<file path="src/rtl/mdm_pkg.sv">
// Package: shared constants for the modem control/status slice.
// Assumes byte-wide register port with a 3-bit address.
package mdm_pkg;
    localparam int DATA_W    = 8;
    localparam int ADDR_W    = 3;
    localparam int CTRL_W    = 5;
    localparam logic [ADDR_W-1:0] ADDR_CTRL = 3'd4;
    localparam logic [ADDR_W-1:0] ADDR_STAT = 3'd6;
    localparam int RTS_BIT   = 1;
    localparam int OUT2_BIT  = 3;
    localparam int RING_BIT  = 6;
    localparam int TRAIL_BIT = 2;
endpackage

</file>
<file path="src/rtl/mdm_ctrl_reg.sv">
// Module: control register and the two user outputs.
// Assumes synchronous active-low reset; outputs are active low and forced
// inactive while loop test is on.
module mdm_ctrl_reg
    import mdm_pkg::*;
#(
    parameter int W = CTRL_W
) (
    input  logic                clk,
    input  logic                rst_n,
    input  logic                wr_ctrl,
    input  logic [DATA_W-1:0]   wdata,
    input  logic                loop_en,
    output logic [W-1:0]        ctrl_q,
    output logic                rts_n,
    output logic                out2_n
);
    // Purpose: hold the writable control bits.
    always_ff @(posedge clk) begin
        if (!rst_n)       ctrl_q <= '0;
        else if (wr_ctrl) ctrl_q <= wdata[W-1:0];
    end

    // Purpose: map control bits to active-low pins with loop override.
    always_comb begin
        rts_n  = ~(ctrl_q[RTS_BIT]  & ~loop_en);
        out2_n = ~(ctrl_q[OUT2_BIT] & ~loop_en);
    end

    AST_CTRL_WRITE: assert property (@(posedge clk) disable iff (!rst_n)
        wr_ctrl |=> ctrl_q == $past(wdata[W-1:0]));
    AST_CTRL_HOLD: assert property (@(posedge clk) disable iff (!rst_n)
        !wr_ctrl |=> $stable(ctrl_q));
endmodule

</file>
<file path="src/rtl/mdm_ring_det.sv">
// Module: ring-indicator synchroniser, trailing-edge detector and sticky flag.
// Assumes ri_n is asynchronous and idles high; the chain resets to high so
// that reset release never looks like an edge.
module mdm_ring_det #(
    parameter int SYNC_STAGES = 2
) (
    input  logic clk,
    input  logic rst_n,
    input  logic ri_n,
    input  logic rd_stat,
    output logic ri_sync_n,
    output logic trail_flag,
    output logic trail_evt
);
    localparam int LAST = SYNC_STAGES - 1;

    logic [SYNC_STAGES-1:0] chain;
    logic                   ri_prev_n;

    // Purpose: shift the raw input through the synchroniser flops.
    generate
        for (genvar i = 0; i < SYNC_STAGES; i++) begin : g_sync
            if (i == 0) begin : g_first
                always_ff @(posedge clk) begin
                    if (!rst_n) chain[0] <= 1'b1;
                    else        chain[0] <= ri_n;
                end
            end else begin : g_next
                always_ff @(posedge clk) begin
                    if (!rst_n) chain[i] <= 1'b1;
                    else        chain[i] <= chain[i-1];
                end
            end
        end
    endgenerate

    assign ri_sync_n = chain[LAST];

    // Purpose: keep the previous synchronised level for edge detection.
    always_ff @(posedge clk) begin
        if (!rst_n) ri_prev_n <= 1'b1;
        else        ri_prev_n <= ri_sync_n;
    end

    // Purpose: detect the low-to-high transition of the ring input.
    always_comb trail_evt = ri_sync_n & ~ri_prev_n;

    // Purpose: sticky flag, set by an event, cleared by a status read.
    always_ff @(posedge clk) begin
        if (!rst_n)         trail_flag <= 1'b0;
        else if (trail_evt) trail_flag <= 1'b1;
        else if (rd_stat)   trail_flag <= 1'b0;
    end

    AST_EVT_SETS: assert property (@(posedge clk) disable iff (!rst_n)
        trail_evt |=> trail_flag);
    AST_READ_CLEARS: assert property (@(posedge clk) disable iff (!rst_n)
        (rd_stat && !trail_evt) |=> !trail_flag);
    AST_FLAG_STICKY: assert property (@(posedge clk) disable iff (!rst_n)
        (trail_flag && !rd_stat) |=> trail_flag);
    AST_FALL_NO_SET: assert property (@(posedge clk) disable iff (!rst_n)
        (!trail_flag && !ri_sync_n) |=> !trail_flag);
endmodule

</file>
<file path="src/rtl/mdm_stat_read.sv">
// Module: read-data multiplexer and interrupt request.
// Assumes read data depends on the address only; unused bits read zero.
module mdm_stat_read
    import mdm_pkg::*;
#(
    parameter int W = CTRL_W
) (
    input  logic [ADDR_W-1:0] addr,
    input  logic [W-1:0]      ctrl_q,
    input  logic              ri_sync_n,
    input  logic              trail_flag,
    input  logic              ms_irq_en,
    output logic [DATA_W-1:0] rdata,
    output logic              irq
);
    logic [DATA_W-1:0] stat_v;

    // Purpose: assemble the modem status byte.
    always_comb begin
        stat_v            = '0;
        stat_v[RING_BIT]  = ~ri_sync_n;
        stat_v[TRAIL_BIT] = trail_flag;
    end

    // Purpose: select the register addressed by the host.
    always_comb begin
        rdata = '0;
        if (addr == ADDR_CTRL)      rdata[W-1:0] = ctrl_q;
        else if (addr == ADDR_STAT) rdata = stat_v;
    end

    // Purpose: gate the ring flag with the interrupt enable.
    always_comb irq = trail_flag & ms_irq_en;
endmodule

</file>
<file path="src/rtl/mdm_ctl_status.sv">
// Module: top of the modem control/status slice.
// Assumes one register access per cycle; read strobe only clears the flag.
module mdm_ctl_status
    import mdm_pkg::*;
(
    input  logic              clk,
    input  logic              rst_n,
    input  logic              wr_en,
    input  logic              rd_en,
    input  logic [2:0]        addr,
    input  logic [7:0]        wdata,
    output logic [7:0]        rdata,
    input  logic              loop_en,
    input  logic              ms_irq_en,
    input  logic              ri_n,
    output logic              rts_n,
    output logic              out2_n,
    output logic              irq
);
    logic [CTRL_W-1:0] ctrl_q;
    logic              ri_sync_n;
    logic              trail_flag;
    logic              trail_evt;
    logic              wr_ctrl;
    logic              rd_stat;

    // Purpose: decode access strobes.
    always_comb begin
        wr_ctrl = wr_en & (addr == ADDR_CTRL);
        rd_stat = rd_en & (addr == ADDR_STAT);
    end

    mdm_ctrl_reg #(.W(CTRL_W)) u_ctrl (
        .clk(clk), .rst_n(rst_n), .wr_ctrl(wr_ctrl), .wdata(wdata),
        .loop_en(loop_en), .ctrl_q(ctrl_q), .rts_n(rts_n), .out2_n(out2_n)
    );

    mdm_ring_det #(.SYNC_STAGES(2)) u_ring (
        .clk(clk), .rst_n(rst_n), .ri_n(ri_n), .rd_stat(rd_stat),
        .ri_sync_n(ri_sync_n), .trail_flag(trail_flag), .trail_evt(trail_evt)
    );

    mdm_stat_read #(.W(CTRL_W)) u_read (
        .addr(addr), .ctrl_q(ctrl_q), .ri_sync_n(ri_sync_n),
        .trail_flag(trail_flag), .ms_irq_en(ms_irq_en),
        .rdata(rdata), .irq(irq)
    );

    AST_RESET_PINS: assert property (@(posedge clk) disable iff (!rst_n)
        $past(!rst_n) |-> (rts_n && out2_n && !irq));
    AST_LOOP_QUIET: assert property (@(posedge clk) disable iff (!rst_n)
        loop_en |-> (rts_n && out2_n));
    AST_IRQ_MASKED: assert property (@(posedge clk) disable iff (!rst_n)
        !ms_irq_en |-> !irq);
endmodule

</file>
<file path="config.mk">
export PLATFORM = sky130hd
export DESIGN_NAME = mdm_ctl_status
export DESIGN_NICKNAME = d
export VERILOG_FILES = /design/src/rtl/mdm_pkg.sv /design/src/rtl/mdm_ctrl_reg.sv /design/src/rtl/mdm_ring_det.sv /design/src/rtl/mdm_stat_read.sv /design/src/rtl/mdm_ctl_status.sv
export SDC_FILE = /design/constraint.sdc
export NUM_CORES = 1
export LEC_CHECK = 0
export BUFFER_PORTS_ARGS = -buffer_cell sky130_fd_sc_hd__buf_2
export CAP_MARGIN = 20
export CORE_AREA = 3 3 40 42
export DETAILED_ROUTE_END_ITERATION = 7
export DIE_AREA = 0 0 43 45
export GPL_TIMING_DRIVEN = 1
export PLACE_DENSITY = 0.7
export SLEW_MARGIN = 25
export SYNTH_ARGS = -nofsm -noshare
export SYNTH_HDL_FRONTEND = slang
export SYNTH_SLANG_ARGS = --single-unit
export TNS_END_PERCENT = 20
</file>
<file path="constraint.sdc">
create_clock -name clk -period 1.85 [get_ports clk]
set_clock_uncertainty 0.15 [all_clocks]
set_input_delay 0.555 -clock clk [delete_from_list [all_inputs] [get_ports clk]]
set_output_delay 0.555 -clock clk [all_outputs]
set_load 0.005 [all_outputs]
</file>
==> metrics.txt, run 1 <==
status=finished with violations; failing checks=negative setup slack; num rows=13; core area=about 1300 µm²; fin crit period=1930 ps; Final WS setup=-81.1 ps; initial antenna violation count=0; DR vias=400; top_reg_cell synth=dfxtp_1; mux cell area share after synthesis=0; DRT iter0 DRCs=1; Hold WS=between 200 and 300 ps; Worst Path Required=approximately 1100 ps; Worst EP arrival=about 1200 ps; Tot Pwr=390 µW; post-synthesis adder-cell area fraction=0; Gate Count Post-Synth=47; simple-gate share of the synthesized area=0.360; Final Setup Violations=5; count leader, synth=dfxtp_1; RSZ-0062 raised after global routing=yes; drt total wl=between 900 and 1000 µm; total of max-cap violations=0; min-delay worst type=reg -> reg; Internal=roughly 310 µW; Filler Cell Count=about 130; Pre-Repair DR Iteration Count=2; htree depth=1; area leader, netlist=dfxtp_1; P_leak=~0.28 nW; Hold Violations, Final=0; pre-CTS setup slack=-171 ps; placed cells=between 80 and 90; Clock power frac=0.367; Seq/Total Area, Yosys=0.421; DIE HEIGHT=45 µm; dominant combinational cell family by area after synthesis=simple AND/OR/NAND/NOR gates; Synth warnings=0; CTS tree=yes; DP HPWL=approximately 650 µm; Commonest cells post-synth=9 x dfxtp_1, 5 x nand2_1, 5 x nand2b_1, 5 x nand3_1, 5 x o21ai_1; Post-synth EDFFs=0; Syn Area/Cell=9.10 µm²; Synth Area in Compound Gates=0.117; Post-synth ARST share=0; P&R area growth vs syn=46.5%; grt ovf=0; Initial Util=0.333; sequential power share=0.519; nets=a little over 90; worst-case clock buffer depth=2; Final Cell Area=~630 µm²; Die Width=about 43 µm; CTS Sinks=9; Post-Synth XOR/XNOR Area=0; cts bufs inserted=3; NetSw=a little over 80 µW; largest net degree at the start of global routing=15; Final ANT Viol Nets=0; Root Buffer=clkbuf_4; number of I/O pins=29; PwrDens=around 620 nW/µm²; placed inst area=about 530 µm²; CP max FO=4; clock-pin slew on the worst setup and hold paths=about 50 ps; library cells used by synthesis=18; die area=~1900 µm²; All-Layer GR Usage=0.113; Sw Ratio=0.207; post-synthesis register bit count=9; critical path class=in -> out; Post-Syn Area=approximately 430 µm²; setup TNS=-336 ps; first-pass GRT wire length=about 1600 µm; Clk Latency, worst-skew pair=between 200 and 300 ps; Critical Path Source Type=input pin; Gate power share=0.115; drt wl/cell=10.7 µm; Final period util=1.04; VDD IR max=approximately 0.00072 V; # DRC=0; Final Core Density=0.488; RD Place Congestion=between 0.6 and 0.7; synth top area cells=dfxtp_1 42%, nand2b_1 7.3%, and2_2 7.0%; Vias/cell=around 4.6; fin. max-slew vios=0; Max Fclk=between 500 and 600 MHz; layout cells sized above 1=0.472; vias in the first global route=around 400; Hold-fix buffers, CTS=0; crit end category=primary output; Antenna Cells=0; Synth top area share=0.421; PortBufs=23; non-filler cells, final=87
==> power by group through the flow <==
stage	logic (mW)	registers, mW	clock network [mW]
6_report	0.0447	0.202	0.143
5_1_grt	0.0501	0.203	0.159
4_1_cts	0.0431	0.202	0.151
3_5_place_dp	0.0360	0.206	0
3_3_place_gp	0.0348	0.206	0
2_1_floorplan	0.0216	0.206	0
==> cells by family (layout without fill, tap and decap cells) <==
| group | Yosys count | in the layout |
|---|---|---|
| flops | 9 | 9 |
| simple gates | 25 | 25 |
| buf+inv | 4 | 28 |
| other cells | 1 | 2 |
| compound gates | 8 | 8 |
==> worst max-delay path, stage by stage <==
cell,delay (ps)
buf_8,100
nor3b_4,210
buf_6,140
and2_4,140
buf_6,90
==> per-layer routing <==
metal / part of all wire / track usage / vias to the layer above / wire, µm
met3: 0.10 / 0.0637 / 2 / 95
met2: 0.52 / 0.201 / 18 / 482
met4: 0.013 / 0.0422 / 0 / 12
li1: - / - / 202 / -
met5: 0 / 0 / - / 0
met1: 0.36 / 0.110 / 178 / 339
==> worst paths after layout <==
check / slack [ps] / cells past startpoint / start / to
worst min-delay path: 260 / 1 / u_ring.chain[0] / u_ring.ri_sync_n
worst min register to register: 260 / 1 / u_ring.chain[0] / u_ring.ri_sync_n
worst max-delay path: -80 / 5 / addr[0] / rdata[1]
worst max register to register: 980 / 2 / u_ring.ri_sync_n / u_ring.trail_flag
==> what timing repair did <==
item                       4_1_cts  5_1_grt
setup endpoints to repair        5        6
setup buffers                    0        0
resized for setup               15        2
pin swaps                        4        1
==> layout by cell type (no fill, tap or decap) <==
| master | n |
|---|---|
| o21a_1 | 1 |
| nand3_1 | 5 |
| nor2b_1 | 2 |
| nand2_1 | 5 |
| and4bb_1 | 1 |
| a22o_2 | 1 |
| buf_6 | 7 |
| o21ai_1 | 5 |
| nor3b_4 | 1 |
| buf_8 | 1 |
| buf_2 | 16 |
| and2_1 | 1 |
| dfxtp_1 | 9 |
| and2_4 | 4 |
| a21boi_0 | 1 |
| and3b_2 | 1 |
| nand2b_1 | 5 |
| clkbuf_1 | 1 |
| conb_1 | 2 |
| clkbuf_4 | 3 |
==> sequential cells by signal, summed over array words and instances, names as in the netlist <==
| name | cells |
|---|---|
| u_ring.ri_prev_n | 1 |
| u_ring.chain | 1 |
| u_ctrl.ctrl_q | 5 |
| u_ring.ri_sync_n | 1 |
| u_ring.trail_flag | 1 |
==> area by class of cell <==
class	count	area [µm²]	area share
multi-input cells	35	228	0.363
flip-flops and latches	9	180	0.287
repair buffers	24	174	0.277
clock buffers	4	26.3	0.0419
well taps	15	18.8	0.0299
Note: power is estimated with default switching activity, not from simulation.
==> run 2, diff against run 1 <==
--- a/config.mk
+++ b/config.mk
@@ -5,7 +5,7 @@
 export SDC_FILE = /design/constraint.sdc
 export NUM_CORES = 1
 export LEC_CHECK = 0
-export BUFFER_PORTS_ARGS = -buffer_cell sky130_fd_sc_hd__buf_2
+export BUFFER_PORTS_ARGS = -buffer_cell sky130_fd_sc_hd__buf_4
 export CAP_MARGIN = 20
 export CORE_AREA = 3 3 40 42
 export DETAILED_ROUTE_END_ITERATION = 7
==> run 2 against run 1 <==
The run still ends with negative setup slack left. First-iteration DRC count rose to 3.0 times the previous value. Combinational power rose by 14%. Via count fell by 1.0%. Largest cell class unchanged.
==> metrics.txt, run 2 (synthesis gave the netlist of run 1 again) <==
Clk Latency, worst-skew pair=240 ps (about the same); htree depth=1 (unchanged); max FFs per register=5 (unchanged); Critical Path Source Type=input pin; FF-to-FF path depth=2 (unchanged); DR vias=396 (-1.0%); DIE HEIGHT=45 µm (unchanged); failing checks=negative setup slack; Hold Crit Depth=1 (unchanged); initial antenna violation count=0 (unchanged); DRT iter0 DRCs=3 (+2); P&R area growth vs syn=50.9%; worst-case clock buffer depth=2 (unchanged); layout cells sized above 1=0.486 (+0.0139); Initial Util=0.333 (unchanged); All-Layer GR Usage=0.0953 (-0.0177); Final ANT Viol Nets=0 (unchanged); Pre-Repair DR Iteration Count=4 (+2); fin. max-slew vios=0 (unchanged); Antenna Cells=0 (unchanged); status=finished with violations; Hold-fix buffers, CTS=0 (unchanged); Root Buffer=clkbuf_4; Final Setup Violations=6 (+1); critical path class=in -> out; crit end category=primary output; Reg with most FFs=u_ctrl.ctrl_q; Vias/cell=4.55 (-1.0%); R2R Setup Slk=990 ps (about the same); PortBufs=23 (unchanged); first-pass GRT wire length=1430 µm (-10%); Worst Path Required=1140 ps (about the same); number of I/O pins=29 (unchanged); fin crit period=1950 ps (+18.1 ps); total of max-cap violations=0 (unchanged); RD Place Congestion=0.646 (+1.4%); Worst EP arrival=1240 ps (about the same); core area=1280 µm² (unchanged); PwrDens=615 nW/µm² (-1.2%); VDD IR max=0.000532 V (-26%); vias in the first global route=357 (-11%); CP max FO=3 (-1); min-delay worst type=reg -> reg; num rows=13 (unchanged); P_leak=0.289 nW (+2.2%); Max Fclk=513 MHz (-0.93%); most common cell after layout, fill and taps aside=buf_4; RSZ-0062 raised after global routing=yes; Final period util=1.05 (+0.00977); pre-CTS setup slack=-285 ps (-114 ps); cts bufs inserted=3 (unchanged); Final Cell Area=646 µm² (+3.0%); drt total wl=907 µm (-2.4%); drt wl/cell=10.4 µm (-2.4%); CTS Sinks=9 (unchanged); placed inst area=591 µm² (+11%); die area=1940 µm² (unchanged); setup TNS=-444 ps (-108 ps); nets=91 (unchanged); clock-pin slew on the worst setup and hold paths=50 ps (about the same); # DRC=0 (unchanged); Die Width=43 µm (unchanged); commonest non-fill, non-tap cells in the layout=21 x buf_4, 9 x dfxtp_1; Final WS setup=-99.2 ps (-18.1 ps); CTS tree=yes; Hold Violations, Final=0 (unchanged); largest net degree at the start of global routing=15 (unchanged); grt ovf=0 (unchanged)
run 2: cell counts in the layout (fill, tap and decap cells not counted):
Identical to the previous run, type by type.
run 2: metal layers:
layer | vias to the layer above | wire length [µm] | track usage | share of wire
li1 | 201 | - | - | -
met1 | 179 | 329 | 0.120 | 0.36
met2 | 16 | 485 | 0.153 | 0.53
met3 | 0 | 93 | 0.0319 | 0.10
met4 | 0 | 0 | 0.0361 | 0
met5 | - | 0 | 0 | 0
run 2: area by class of cell:
cell class              count  area (µm²)
clock buffers               4        26.3
fillers                   131         639
multi-input cells          35         225
flip-flops and latches      9         180
well taps                  15        18.8
repair buffers             24         195
run 2: report_power, final:
part           internal, mW  switching (mW)  leakage [nW]
registers             0.200         0.00265        0.0734
clock network        0.0826          0.0609        0.0150
logic                0.0332          0.0178         0.201
total                 0.315          0.0814         0.289
run 2: metrics by stage:
step | power [mW] | cells | hold WS, ps | util
after detailed placement | 0.252 | 83 | 250 | 0.460
after CTS | 0.401 | 87 | 265 | 0.500
after floorplan | 0.227 | 48 | 236 | -
after global routing | 0.418 | 87 | 302 | 0.502
after global placement | 0.251 | 83 | 238 | 0.460
final | 0.397 | 87 | 261 | 0.502
run 2: worst paths after layout:
kind	from	end
worst max-delay path	addr[0]	rdata[2]
worst min-delay path	u_ring.chain[0]	u_ring.ri_sync_n
worst min register to register	u_ring.chain[0]	u_ring.ri_sync_n
worst max register to register	u_ring.ri_sync_n	u_ring.trail_flag
run 2: repair_timing:
| action | 4_1_cts | 5_1_grt |
|---|---|---|
| pin swaps | 0 | 0 |
| endpoints found under the setup margin | 6 | 6 |
| resized for setup | 6 | 1 |
| buffers inserted | 0 | 0 |
| cloned | 0 | 0 |
run 2: critical path, cell delays in order:
cell     delay [ps]
buf_8            80
buf_6            80
and3b_2         200
a22o_2          210
buf_6           110
==> run 3, diff against run 2 <==
--- a/config.mk
+++ b/config.mk
@@ -8,10 +8,12 @@
 export BUFFER_PORTS_ARGS = -buffer_cell sky130_fd_sc_hd__buf_4
 export CAP_MARGIN = 20
 export CORE_AREA = 3 3 40 42
+export CTS_BUF_LIST = sky130_fd_sc_hd__clkbuf_16
 export DETAILED_ROUTE_END_ITERATION = 7
 export DIE_AREA = 0 0 43 45
 export GPL_TIMING_DRIVEN = 1
 export PLACE_DENSITY = 0.7
+export REMOVE_ABC_BUFFERS = 1
 export SLEW_MARGIN = 25
 export SYNTH_ARGS = -nofsm -noshare
 export SYNTH_HDL_FRONTEND = slang
==> constraint.sdc (replaced) <==
create_clock -name clk -period 1.85 [get_ports clk]
set_clock_uncertainty 0.15 [all_clocks]
set_input_delay 0.37 -clock clk [delete_from_list [all_inputs] [get_ports clk]]
set_output_delay 0.37 -clock clk [all_outputs]
set_load 0.005 [all_outputs]
==> run 3 against run 2 <==
The run now ends clean. Wire length is 0.99% lower. Utilization rose by 1.9 points. Final cell count stayed put. Highest routed layer is now met4. Die area is the same.
==> metrics.txt, run 3 (synthesis gave the netlist of run 1 again) <==
drt wl/cell=10.3 µm (-0.99%); number of I/O pins=29 (unchanged); Reg with most FFs=u_ctrl.ctrl_q; post-CTS setup buffer count=0 (unchanged); Die Width=43 µm (unchanged); Final Setup Violations=0 (-6); critical path class=in -> out; initial antenna violation count=0 (unchanged); largest net degree at the start of global routing=15 (unchanged); RSZ-0062 raised after global routing=no; Final period util=0.891 (-0.163); All-Layer GR Usage=0.0944 (-0.000915); P&R area growth vs syn=56.4%; Root Buffer=clkbuf_16; Worst Path Required=1330 ps (+190 ps); nets=91 (unchanged); grt met1 use=0.0852 (-0.0344); PortBufs=23 (unchanged); DR vias=393 (-0.76%); Clk Latency, worst-skew pair=230 ps (about the same); drt total wl=898 µm (-0.99%); DP HPWL=686 µm; Tot Pwr=614 µW (+55%); total of max-cap violations=0 (unchanged); max FFs per register=5 (unchanged); Worst EP arrival=1130 ps (-110 ps); min-delay worst type=in -> reg; CTS tree=yes; fin crit period=1650 ps (-302 ps); Worst Path Buf+Inv=3 (unchanged); crit end category=primary output; die area=1940 µm² (unchanged); P_leak=0.308 nW (+6.3%); status=finished clean; post-cts gate resize count=0 (-6); Antenna Cells=0 (unchanged); DIE HEIGHT=45 µm (unchanged); Final ANT Viol Nets=0 (unchanged); core area=1280 µm² (unchanged); setup TNS=0 ps (+444 ps); CP max stage delay=250 ps (+40 ps); GR Util met3=0.0518 (+0.0199); DRT iter0 DRCs=3 (unchanged); CTS Sinks=9 (unchanged); slowest CP cell=a22o_2; Max Fclk=607 MHz (+18%); crit-path most repeated cell=buf_4; commonest non-fill, non-tap cells in the layout=24 x buf_4, 9 x dfxtp_1; Critical Path Source Type=input pin; Hold Violations, Final=0 (unchanged); fin. max-slew vios=0 (unchanged); VDD IR max=0.000810 V (+52%); CP max FO=5 (+2); Hold-fix buffers, CTS=0 (unchanged); most common cell after layout, fill and taps aside=buf_4; PwrDens=917 nW/µm² (+49%); grt ovf=0 (unchanged); worst-case clock buffer depth=2 (unchanged); num rows=13 (unchanged); Cell Chain, Critical Path=buf_4 -> nor3b_1 -> buf_4 -> a22o_2 -> buf_4; vias in the first global route=319 (-11%); Filler Cell Count=132 (+0.76%); clock-pin slew on the worst setup and hold paths=40 ps (about the same); htree depth=1 (unchanged); RD Place Congestion=0.612 (-5.3%); # DRC=0 (unchanged); Initial Util=0.333 (unchanged); layout cells sized above 1=0.458 (-0.0278); cts bufs inserted=3 (unchanged); first-pass GRT wire length=1210 µm (-15%); crit-path leading delay family=buffers and inverters; met2 global-route usage=0.141 (-0.0120); busiest grt layer=met2; Vias/cell=4.52 (-0.76%); Pre-Repair DR Iteration Count=4 (unchanged)
[run 3: changes by cell type in the layout (fill, tap and decap cells not counted), moves of 2 or more]
cell,delta
buf_4,+3
buf_6,-2
clkbuf_16,+3
clkbuf_4,-3
[run 3: where the power goes]
part / total (mW) / switching, mW / internal [mW] / leakage, nW
registers: 0.203 / 0.00262 / 0.201 / 0.0734
clock network: 0.366 / 0.0845 / 0.281 / 0.0423
logic: 0.0448 / 0.0158 / 0.0290 / 0.192
total: 0.614 / 0.103 / 0.511 / 0.308
[run 3: through the flow]
step	util	cells	worst slack, ps	instance area, µm²	hold slack, ps
3_5_place_dp	0.460	83	203	591	249
4_1_cts	0.521	87	200	669	167
5_1_grt	0.521	87	172	669	177
6_report	0.521	87	202	669	170
3_3_place_gp	0.460	83	207	591	239
2_1_floorplan	-	44	454	392	236
[run 3: cell type report]
cell class / count / area [µm²] / share of cell area
clock buffers: 3 / 75.1 / 0.112
multi-input cells: 35 / 211 / 0.316
repair buffers: 24 / 180 / 0.269
well taps: 15 / 18.8 / 0.0280
flip-flops and latches: 9 / 180 / 0.269
clock inverters: 1 / 3.75 / 0.00561
[run 3: final timing paths]
path | start | to | slack, ps | cells past startpoint
max | addr[2] | rdata[2] | 200 | 5
min | ri_n | u_ring.chain[0] | 170 | 2
max reg2reg | u_ring.ri_sync_n | u_ring.trail_flag | 990 | 2
min reg2reg | u_ring.chain[0] | u_ring.ri_sync_n | 250 | 1
[run 3: metal layers]
layer | up-vias | share of wire
met1 | 171 | 0.40
met2 | 16 | 0.46
met3 | 4 | 0.10
met4 | 0 | 0.032
li1 | 202 | -
met5 | - | 0
